[src/rtl/cpu_ctl_pkg.sv]
package cpu_ctl_pkg;

    localparam int OPC_W = 4;

    typedef enum logic [3:0] {
        ST_FETCH, ST_DECODE, ST_MEM_ADDR, ST_LOAD,
        ST_STORE, ST_ALU_REG, ST_ADD_IMM, ST_AND_IMM,
        ST_LI_HIGH, ST_LI_LOW, ST_BR_LT, ST_BR_EQ,
        ST_JUMP_LINK, ST_JUMP_REG, ST_FAULT_SAVE, ST_HALT
    } state_t;

    typedef enum logic [OPC_W-1:0] {
        OP_NOP  = 4'd0,  OP_RTYPE = 4'd1,  OP_ADDI = 4'd2,  OP_ANDI = 4'd3,
        OP_LW   = 4'd4,  OP_SW    = 4'd5,  OP_LIH  = 4'd6,  OP_LIL  = 4'd7,
        OP_BLT  = 4'd8,  OP_BEQ   = 4'd9,  OP_JAL  = 4'd10, OP_JR   = 4'd11
    } opc_t;

    typedef struct packed {
        logic       alu_a_sel;
        logic [1:0] alu_b_sel;
        logic [1:0] alu_op;
        logic       pc_wr;
        logic       pc_wr_cond;
        logic [1:0] pc_src;
        logic       mem_rd;
        logic [1:0] addr_sel;
        logic       mem_data_sel;
        logic [1:0] reg_dst;
        logic       reg_wr;
        logic [1:0] wb_sel;
        logic       imm_wide;
        logic       lim_low;
        logic       ir_wr;
        logic       br_on_zero;
    } ctl_t;

endpackage

[src/rtl/cpu_ctl_dispatch.sv]
module cpu_ctl_dispatch
    import cpu_ctl_pkg::*;
(
    input  logic [OPC_W-1:0] opcode,
    output state_t           exec_state
);
    always_comb begin
        unique case (opcode)
            OP_NOP:   exec_state = ST_FETCH;
            OP_RTYPE: exec_state = ST_ALU_REG;
            OP_ADDI:  exec_state = ST_ADD_IMM;
            OP_ANDI:  exec_state = ST_AND_IMM;
            OP_LW,
            OP_SW:    exec_state = ST_MEM_ADDR;
            OP_LIH:   exec_state = ST_LI_HIGH;
            OP_LIL:   exec_state = ST_LI_LOW;
            OP_BLT:   exec_state = ST_BR_LT;
            OP_BEQ:   exec_state = ST_BR_EQ;
            OP_JAL:   exec_state = ST_JUMP_LINK;
            OP_JR:    exec_state = ST_JUMP_REG;
            default:  exec_state = ST_FAULT_SAVE;
        endcase
    end
endmodule

[src/rtl/cpu_ctl_state.sv]
module cpu_ctl_state
    import cpu_ctl_pkg::*;
(
    input  logic             clk,
    input  logic             rst,
    input  logic [OPC_W-1:0] opcode,
    input  state_t           exec_state,
    output state_t           state_q
);
    state_t state_d;

    always_comb begin
        unique case (state_q)
            ST_FETCH:      state_d = ST_DECODE;
            ST_DECODE:     state_d = exec_state;
            ST_MEM_ADDR:   state_d = (opcode == OP_LW) ? ST_LOAD : ST_STORE;
            ST_FAULT_SAVE: state_d = ST_HALT;
            ST_HALT:       state_d = ST_HALT;
            default:       state_d = ST_FETCH;
        endcase
    end

    always_ff @(posedge clk) begin
        if (rst) state_q <= ST_FETCH;
        else     state_q <= state_d;
    end
endmodule

[src/rtl/cpu_ctl_outputs.sv]
module cpu_ctl_outputs
    import cpu_ctl_pkg::*;
(
    input  state_t state_q,
    output ctl_t   ctl
);
    always_comb begin
        ctl        = '0;
        ctl.mem_rd = 1'b1;
        unique case (state_q)
            ST_FETCH: begin
                ctl.alu_b_sel = 2'b01;
                ctl.pc_wr     = 1'b1;
                ctl.ir_wr     = 1'b1;
            end
            ST_DECODE: begin
                ctl.alu_b_sel = 2'b10;
                ctl.imm_wide  = 1'b1;
            end
            ST_MEM_ADDR: begin
                ctl.alu_a_sel = 1'b1;
                ctl.alu_b_sel = 2'b10;
            end
            ST_LOAD: begin
                ctl.alu_a_sel = 1'b1;
                ctl.alu_b_sel = 2'b10;
                ctl.addr_sel  = 2'b01;
                ctl.reg_dst   = 2'b10;
                ctl.wb_sel    = 2'b01;
                ctl.reg_wr    = 1'b1;
            end
            ST_STORE: begin
                ctl.alu_a_sel = 1'b1;
                ctl.alu_b_sel = 2'b10;
                ctl.addr_sel  = 2'b01;
                ctl.mem_rd    = 1'b0;
            end
            ST_ALU_REG: begin
                ctl.alu_a_sel = 1'b1;
                ctl.alu_op    = 2'b11;
                ctl.reg_wr    = 1'b1;
            end
            ST_ADD_IMM, ST_AND_IMM: begin
                ctl.alu_a_sel = 1'b1;
                ctl.alu_b_sel = 2'b10;
                ctl.alu_op    = (state_q == ST_AND_IMM) ? 2'b10 : 2'b00;
                ctl.reg_dst   = 2'b01;
                ctl.reg_wr    = 1'b1;
            end
            ST_LI_HIGH, ST_LI_LOW: begin
                ctl.wb_sel    = 2'b10;
                ctl.reg_dst   = 2'b01;
                ctl.reg_wr    = 1'b1;
                ctl.lim_low   = (state_q == ST_LI_LOW);
            end
            ST_BR_LT, ST_BR_EQ: begin
                ctl.alu_a_sel  = 1'b1;
                ctl.alu_b_sel  = 2'b11;
                ctl.pc_wr_cond = 1'b1;
                ctl.pc_src     = 2'b01;
                ctl.br_on_zero = (state_q == ST_BR_EQ);
            end
            ST_JUMP_LINK: begin
                ctl.alu_b_sel = 2'b11;
                ctl.reg_dst   = 2'b10;
                ctl.reg_wr    = 1'b1;
                ctl.pc_src    = 2'b10;
                ctl.pc_wr     = 1'b1;
            end
            ST_JUMP_REG: begin
                ctl.pc_src    = 2'b10;
                ctl.pc_wr     = 1'b1;
            end
            ST_FAULT_SAVE: begin
                ctl.alu_b_sel    = 2'b01;
                ctl.alu_op       = 2'b01;
                ctl.addr_sel     = 2'b10;
                ctl.mem_rd       = 1'b0;
                ctl.mem_data_sel = 1'b1;
            end
            ST_HALT: ;
            default: ;
        endcase
    end
endmodule

[src/rtl/cpu_ctl_fsm.sv]
module cpu_ctl_fsm
    import cpu_ctl_pkg::*;
(
    input  logic       clk,
    input  logic       rst,
    input  logic [3:0] opcode,
    input  logic       flag_zero,
    input  logic       flag_neg,
    output logic       alu_a_sel,
    output logic [1:0] alu_b_sel,
    output logic [1:0] alu_op,
    output logic       pc_wr,
    output logic       pc_wr_cond,
    output logic [1:0] pc_src,
    output logic       mem_rd,
    output logic [1:0] addr_sel,
    output logic       mem_data_sel,
    output logic [1:0] reg_dst,
    output logic       reg_wr,
    output logic [1:0] wb_sel,
    output logic       imm_wide,
    output logic       lim_low,
    output logic       ir_wr,
    output logic       br_on_zero,
    output logic       pc_update
);
    state_t state_q;
    state_t exec_state;
    ctl_t   ctl;

    cpu_ctl_dispatch u_dispatch (.opcode(opcode), .exec_state(exec_state));

    cpu_ctl_state u_state (
        .clk(clk), .rst(rst), .opcode(opcode),
        .exec_state(exec_state), .state_q(state_q)
    );

    cpu_ctl_outputs u_outputs (.state_q(state_q), .ctl(ctl));

    assign alu_a_sel    = ctl.alu_a_sel;
    assign alu_b_sel    = ctl.alu_b_sel;
    assign alu_op       = ctl.alu_op;
    assign pc_wr        = ctl.pc_wr;
    assign pc_wr_cond   = ctl.pc_wr_cond;
    assign pc_src       = ctl.pc_src;
    assign mem_rd       = ctl.mem_rd;
    assign addr_sel     = ctl.addr_sel;
    assign mem_data_sel = ctl.mem_data_sel;
    assign reg_dst      = ctl.reg_dst;
    assign reg_wr       = ctl.reg_wr;
    assign wb_sel       = ctl.wb_sel;
    assign imm_wide     = ctl.imm_wide;
    assign lim_low      = ctl.lim_low;
    assign ir_wr        = ctl.ir_wr;
    assign br_on_zero   = ctl.br_on_zero;
    assign pc_update    = ctl.pc_wr |
                          (ctl.pc_wr_cond & (ctl.br_on_zero ? flag_zero : flag_neg));
endmodule

[config.mk]
export PLATFORM = sky130hd
export DESIGN_NAME = cpu_ctl_fsm
export DESIGN_NICKNAME = d
export VERILOG_FILES = /design/src/rtl/cpu_ctl_pkg.sv /design/src/rtl/cpu_ctl_dispatch.sv /design/src/rtl/cpu_ctl_state.sv /design/src/rtl/cpu_ctl_outputs.sv /design/src/rtl/cpu_ctl_fsm.sv
export SDC_FILE = /design/constraint.sdc
export NUM_CORES = 1
export LEC_CHECK = 0
export BUFFER_PORTS_ARGS = -buffer_cell sky130_fd_sc_hd__buf_4
export CORE_MARGIN = 4
export CORE_UTILIZATION = 42
export DETAILED_ROUTE_END_ITERATION = 16
export HOLD_SLACK_MARGIN = 0.06
export PLACE_DENSITY = 0.77
export SETUP_SLACK_MARGIN = 0.1
export SLEW_MARGIN = 20
export SYNTH_ARGS = -nofsm -noshare
export SYNTH_HDL_FRONTEND = slang
export SYNTH_SLANG_ARGS = --single-unit
[constraint.sdc]
create_clock -name clk -period 1.5 [get_ports clk]
set_clock_uncertainty 0.15 [all_clocks]
set_input_delay 0.15 -clock clk [delete_from_list [all_inputs] [get_ports clk]]
set_output_delay 0.15 -clock clk [all_outputs]
set_load 0.02 [all_outputs]
==> impl_metrics.json, run 1 <==
{
  "status": "aborted with a tool error",
  "lastStage": "clock tree synthesis (4_1_cts)",
  "firstError": "[ERROR DPL-0033] detailed placement checks failed during check placement.",
  "async_flop_share_pct": 0,
  "dp_hpwl_um": 1240,
  "cts_inserted_buffers": 3,
  "cts.sinks": 4,
  "io_pins": 31,
  "ys_warn_count": 0,
  "ys_ff_latch": 4,
  "postCtsSetupRepairBufs": 9,
  "ys_top_cells_by_area": "dfxtp_1 15%, ha_1 6.8%, nor2_1 6.1%, a21oi_1 5.4%, buf_4 5.4%",
  "syn-num-nets": 93,
  "synth_ff_type": "dfxtp_1",
  "ys_types": 37,
  "die_w_um": 44.2,
  "ys_top_cells_by_count": "9 x nor2_1, 6 x a21oi_1, 6 x inv_1, 6 x nand2_1",
  "synth-edff-count": 0,
  "routabilityCongestion": 0.717,
  "yosys.area.top_type": "dfxtp_1",
  "dp_cells": 129,
  "ys_seq_area_share_pct": 14.5,
  "synth_top_area_share_pct": 14.5,
  "num_rows": 12,
  "synth_cells": 82,
  "die_h_um": 44.2,
  "clk_path_buf_depth": 2,
  "start_util_pct": 47.1,
  "syn_avg_cell_area_um2": 6.73,
  "postPlaceCellArea_um2": 908,
  "ctsResizeCount": 38,
  "io_buffers": 30,
  "syn-cell-area_um2": 552,
  "root_buffer": "clkbuf_4",
  "synth_most_common_cell": "nor2_1",
  "cts-htree-levels": 1,
  "cts_hold_buf": 1
}
==> stage by stage <==
stage | hold slack (ns) | setup slack, ns | util (%)
floorplan | 0.0691 | 0.0889 | -
global placement | 0.167 | -0.0103 | 77.6
detailed placement | 0.167 | -0.0158 | 77.6
==> cell families after synthesis <==
group,after synthesis,synth area share [%]
AO/OA/AOI/OAI,22,26.3
flip-flops,4,14.5
XOR/XNOR,1,1.59
adder cells (fa/ha/maj),3,6.80
buffers and inverters,14,12.9
multiplexers,2,3.63
AND/OR/NAND/NOR,36,34.2
==> run 2, diff against run 1 <==
--- a/config.mk
+++ b/config.mk
@@ -6,12 +6,10 @@
 export NUM_CORES = 1
 export LEC_CHECK = 0
 export BUFFER_PORTS_ARGS = -buffer_cell sky130_fd_sc_hd__buf_4
-export CORE_MARGIN = 4
-export CORE_UTILIZATION = 42
+export CORE_AREA = 4 4 65 67
 export DETAILED_ROUTE_END_ITERATION = 16
-export HOLD_SLACK_MARGIN = 0.06
-export PLACE_DENSITY = 0.77
-export SETUP_SLACK_MARGIN = 0.1
+export DIE_AREA = 0 0 69 71
+export PLACE_DENSITY_LB_ADDON = 0.15
 export SLEW_MARGIN = 20
 export SYNTH_ARGS = -nofsm -noshare
 export SYNTH_HDL_FRONTEND = slang
==> run 2 against run 1 <==
Against the previous run: the flow now finishes, with violations (setup timing); synthesized cell count did not move; synthesized area did not move.
==> impl_metrics.json, run 2 <==
{
  "status": "finished with violations",
  "violations": "setup timing",
  "drc": 0,
  "diodes": 0,
  "ant_nets": 0,
  "fmax_mhz": 625,
  "worst-path-buf-inv": 2,
  "seq_area_um2": 95.1,
  "reg.largest.list": "u_state.state_q (4)",
  "area_delta_synth_final_pct": 142,
  "syn_avg_cell_area_um2": 6.73,
  "cts.sinks": 4,
  "dp_hpwl_um": 1480,
  "clk_path_buf_depth": 2,
  "syn-cell-area_um2": 552,
  "layout_common_cells": "33 x buf_4, 20 x buf_6, 5 x inv_1, 5 x nand2_1",
  "cts_inserted_buffers": 3,
  "root_buffer": "clkbuf_8",
  "die_area_um2": 4900,
  "power_w": 0.00188,
  "grt_max_degree": 12,
  "ys_seq_area_share_pct": 14.5,
  "path_cells": "inv_2 > or3_1 > a21boi_1 > buf_4",
  "globalRouteOverflowTotal": 0,
  "crit_fanout": 6,
  "syn-num-nets": 93,
  "ys_ff_latch": 4,
  "synth_ff_type": "dfxtp_1",
  "vias_per_cell": 4.19,
  "crit_cells": 4,
  "ys_top_cells_by_count": "9 x nor2_1, 6 x a21oi_1, 6 x inv_1, 6 x nand2_1",
  "drv_cap": 0,
  "final.period_utilization_pct": 107,
  "reg2reg_depth": 6,
  "path_clk_slew_ns": 0.03,
  "stdcell_count": 183,
  "cp_slowest_cell": "dfxtp_4",
  "firstDrtPassIters": 4,
  "async_flop_share_pct": 0,
  "arrival_ns": 1.30,
  "hold_class": "in2reg",
  "top_register": "u_state.state_q",
  "start_util_pct": 15.2,
  "ys_types": 37,
  "num_rows": 22,
  "final_common_cell": "buf_4",
  "largest_register_ffs": 4,
  "synth_top_area_share_pct": 14.5,
  "ys_warn_count": 0,
  "multi_input_area_um2": 559,
  "cts-htree-levels": 1,
  "ys_top_cells_by_area": "dfxtp_1 15%, ha_1 6.8%, nor2_1 6.1%, a21oi_1 5.4%, buf_4 5.4%",
  "crit_required_ns": 1.20,
  "drv_slew": 0,
  "period_needed_ns": 1.60,
  "power_density_nw_per_um2": 1410,
  "rsz0062_at_grt": "true",
  "nets": 148,
  "crit_type": "reg2out",
  "cts_tree": "done",
  "yosys.area.top_type": "dfxtp_1",
  "fin_ws_ns": -0.0997,
  "drive_above_1_share_pct": 67.4,
  "io_pins": 31,
  "grt_pass1_wl_um": 3430,
  "finalHoldViolCount": 0,
  "vias": 767,
  "cpLargestDelayFamily": "flip-flops",
  "die_h_um": 71,
  "end_kind": "output pin",
  "cp-start-kind": "flip-flop",
  "initialDrtViolationCount": 19,
  "synth_most_common_cell": "nor2_1",
  "synth_cells": 82,
  "ir_worst_vdd_mv": 0.479,
  "die_w_um": 69,
  "synth-edff-count": 0,
  "max_slew_margin_pct": 67.7,
  "first_global_vias": 754,
  "num-fill-cells": 395,
  "setup_violations": 11,
  "io_buffers": 30,
  "p_leak_nw": 0.587,
  "dp_cells": 169,
  "design.core.area_um2": 3630,
  "grt_usage_pct": 8.38,
  "hold_path_depth": 3,
  "clk_latency_ns": 0.21,
  "wl_um": 2180,
  "antenna_found_initial": 0,
  "r2r_setup_slack_ns": 0.04,
  "wl_per_cell_um": 11.9,
  "routabilityCongestion": 0.746,
  "cp_slowest_stage_delay_ns": 0.38,
  "worst_pin_slew_ns": 0.481
}
-- run 2: cell counts after synthesis --
Identical to the previous run, type by type.
-- run 2: worst paths after layout --
path | from | endpoint
max | u_state.state_q[3] | alu_op[0]
max reg2reg | u_state.state_q[1] | u_state.state_q[2]
min reg2reg | u_state.state_q[3] | u_state.state_q[3]
min | opcode[3] | u_state.state_q[3]
-- run 2: logic make-up after synthesis --
| logic type | count (synthesis) | share of synthesized area, % |
|---|---|---|
| xor+xnor | 1 | 1.59 |
| fa+ha+maj | 3 | 6.80 |
| flops | 4 | 14.5 |
| compound gates | 22 | 26.3 |
| mux | 2 | 3.63 |
| buf+inv | 14 | 12.9 |
| simple gates | 36 | 34.2 |
-- run 2: cell type report --
type | instances | share of cell area [%]
inverter | 7 | 2.16
tap | 48 | 4.50
clock buffer | 3 | 3.09
timing repair buffer | 57 | 41.2
sequential | 4 | 7.12
multi-input combinational | 64 | 41.9
-- run 2: timing repair --
item                       in CTS  in global routing
hold buffers                    1                  0
resized for setup              27                 42
cloned                          1                  0
pin swaps                       5                 17
hold endpoints to repair        1                  0
buffers inserted                2                  8
setup endpoints to repair      22                 23
-- run 2: stage by stage --
stage | util (%) | TNS [ns] | cell area (µm²) | hold WS [ns] | worst slack [ns]
after floorplan | - | -0.384 | 563 | 0.0691 | -0.138
after global placement | 25.8 | -0.0620 | 936 | 0.174 | -0.0333
after detailed placement | 25.8 | -0.0293 | 936 | 0.175 | -0.0127
after CTS | 31.0 | -0.913 | 1130 | 0.137 | -0.119
after global routing | 36.7 | -1.94 | 1340 | 0.164 | -0.177
final | 36.7 | -0.745 | 1340 | 0.134 | -0.0997
-- run 2: metal layers --
| metal | global-route usage (%) | part of all wire (%) | vias up |
|---|---|---|---|
| met5 | 0 | 0 | - |
| met1 | 10.6 | 44 | 347 |
| met3 | 2.70 | 5.7 | 0 |
| met2 | 13.6 | 50 | 24 |
| li1 | - | - | 396 |
| met4 | 2.60 | 0 | 0 |
-- run 2: power breakdown --
| part | leakage [nW] | switching, W | total [W] | internal (W) |
|---|---|---|---|---|
| logic | 0.530 | 0.000684 | 0.00146 | 0.000778 |
| registers | 0.0356 | 0.0000560 | 0.000202 | 0.000146 |
| clock network | 0.0216 | 0.0000488 | 0.000219 | 0.000170 |
| total | 0.587 | 0.000789 | 0.00188 | 0.00109 |
-- run 2: worst reg2reg max path, stage by stage (launching register included) --
cell and delay (ns):
dfxtp_4 0.36, buf_12 0.14, nor3_4 0.23, and2_4 0.20
buf_6 0.10, o21ai_2 0.04, a31oi_1 0.16
No activity file was read; power rests on OpenSTA's default activity.
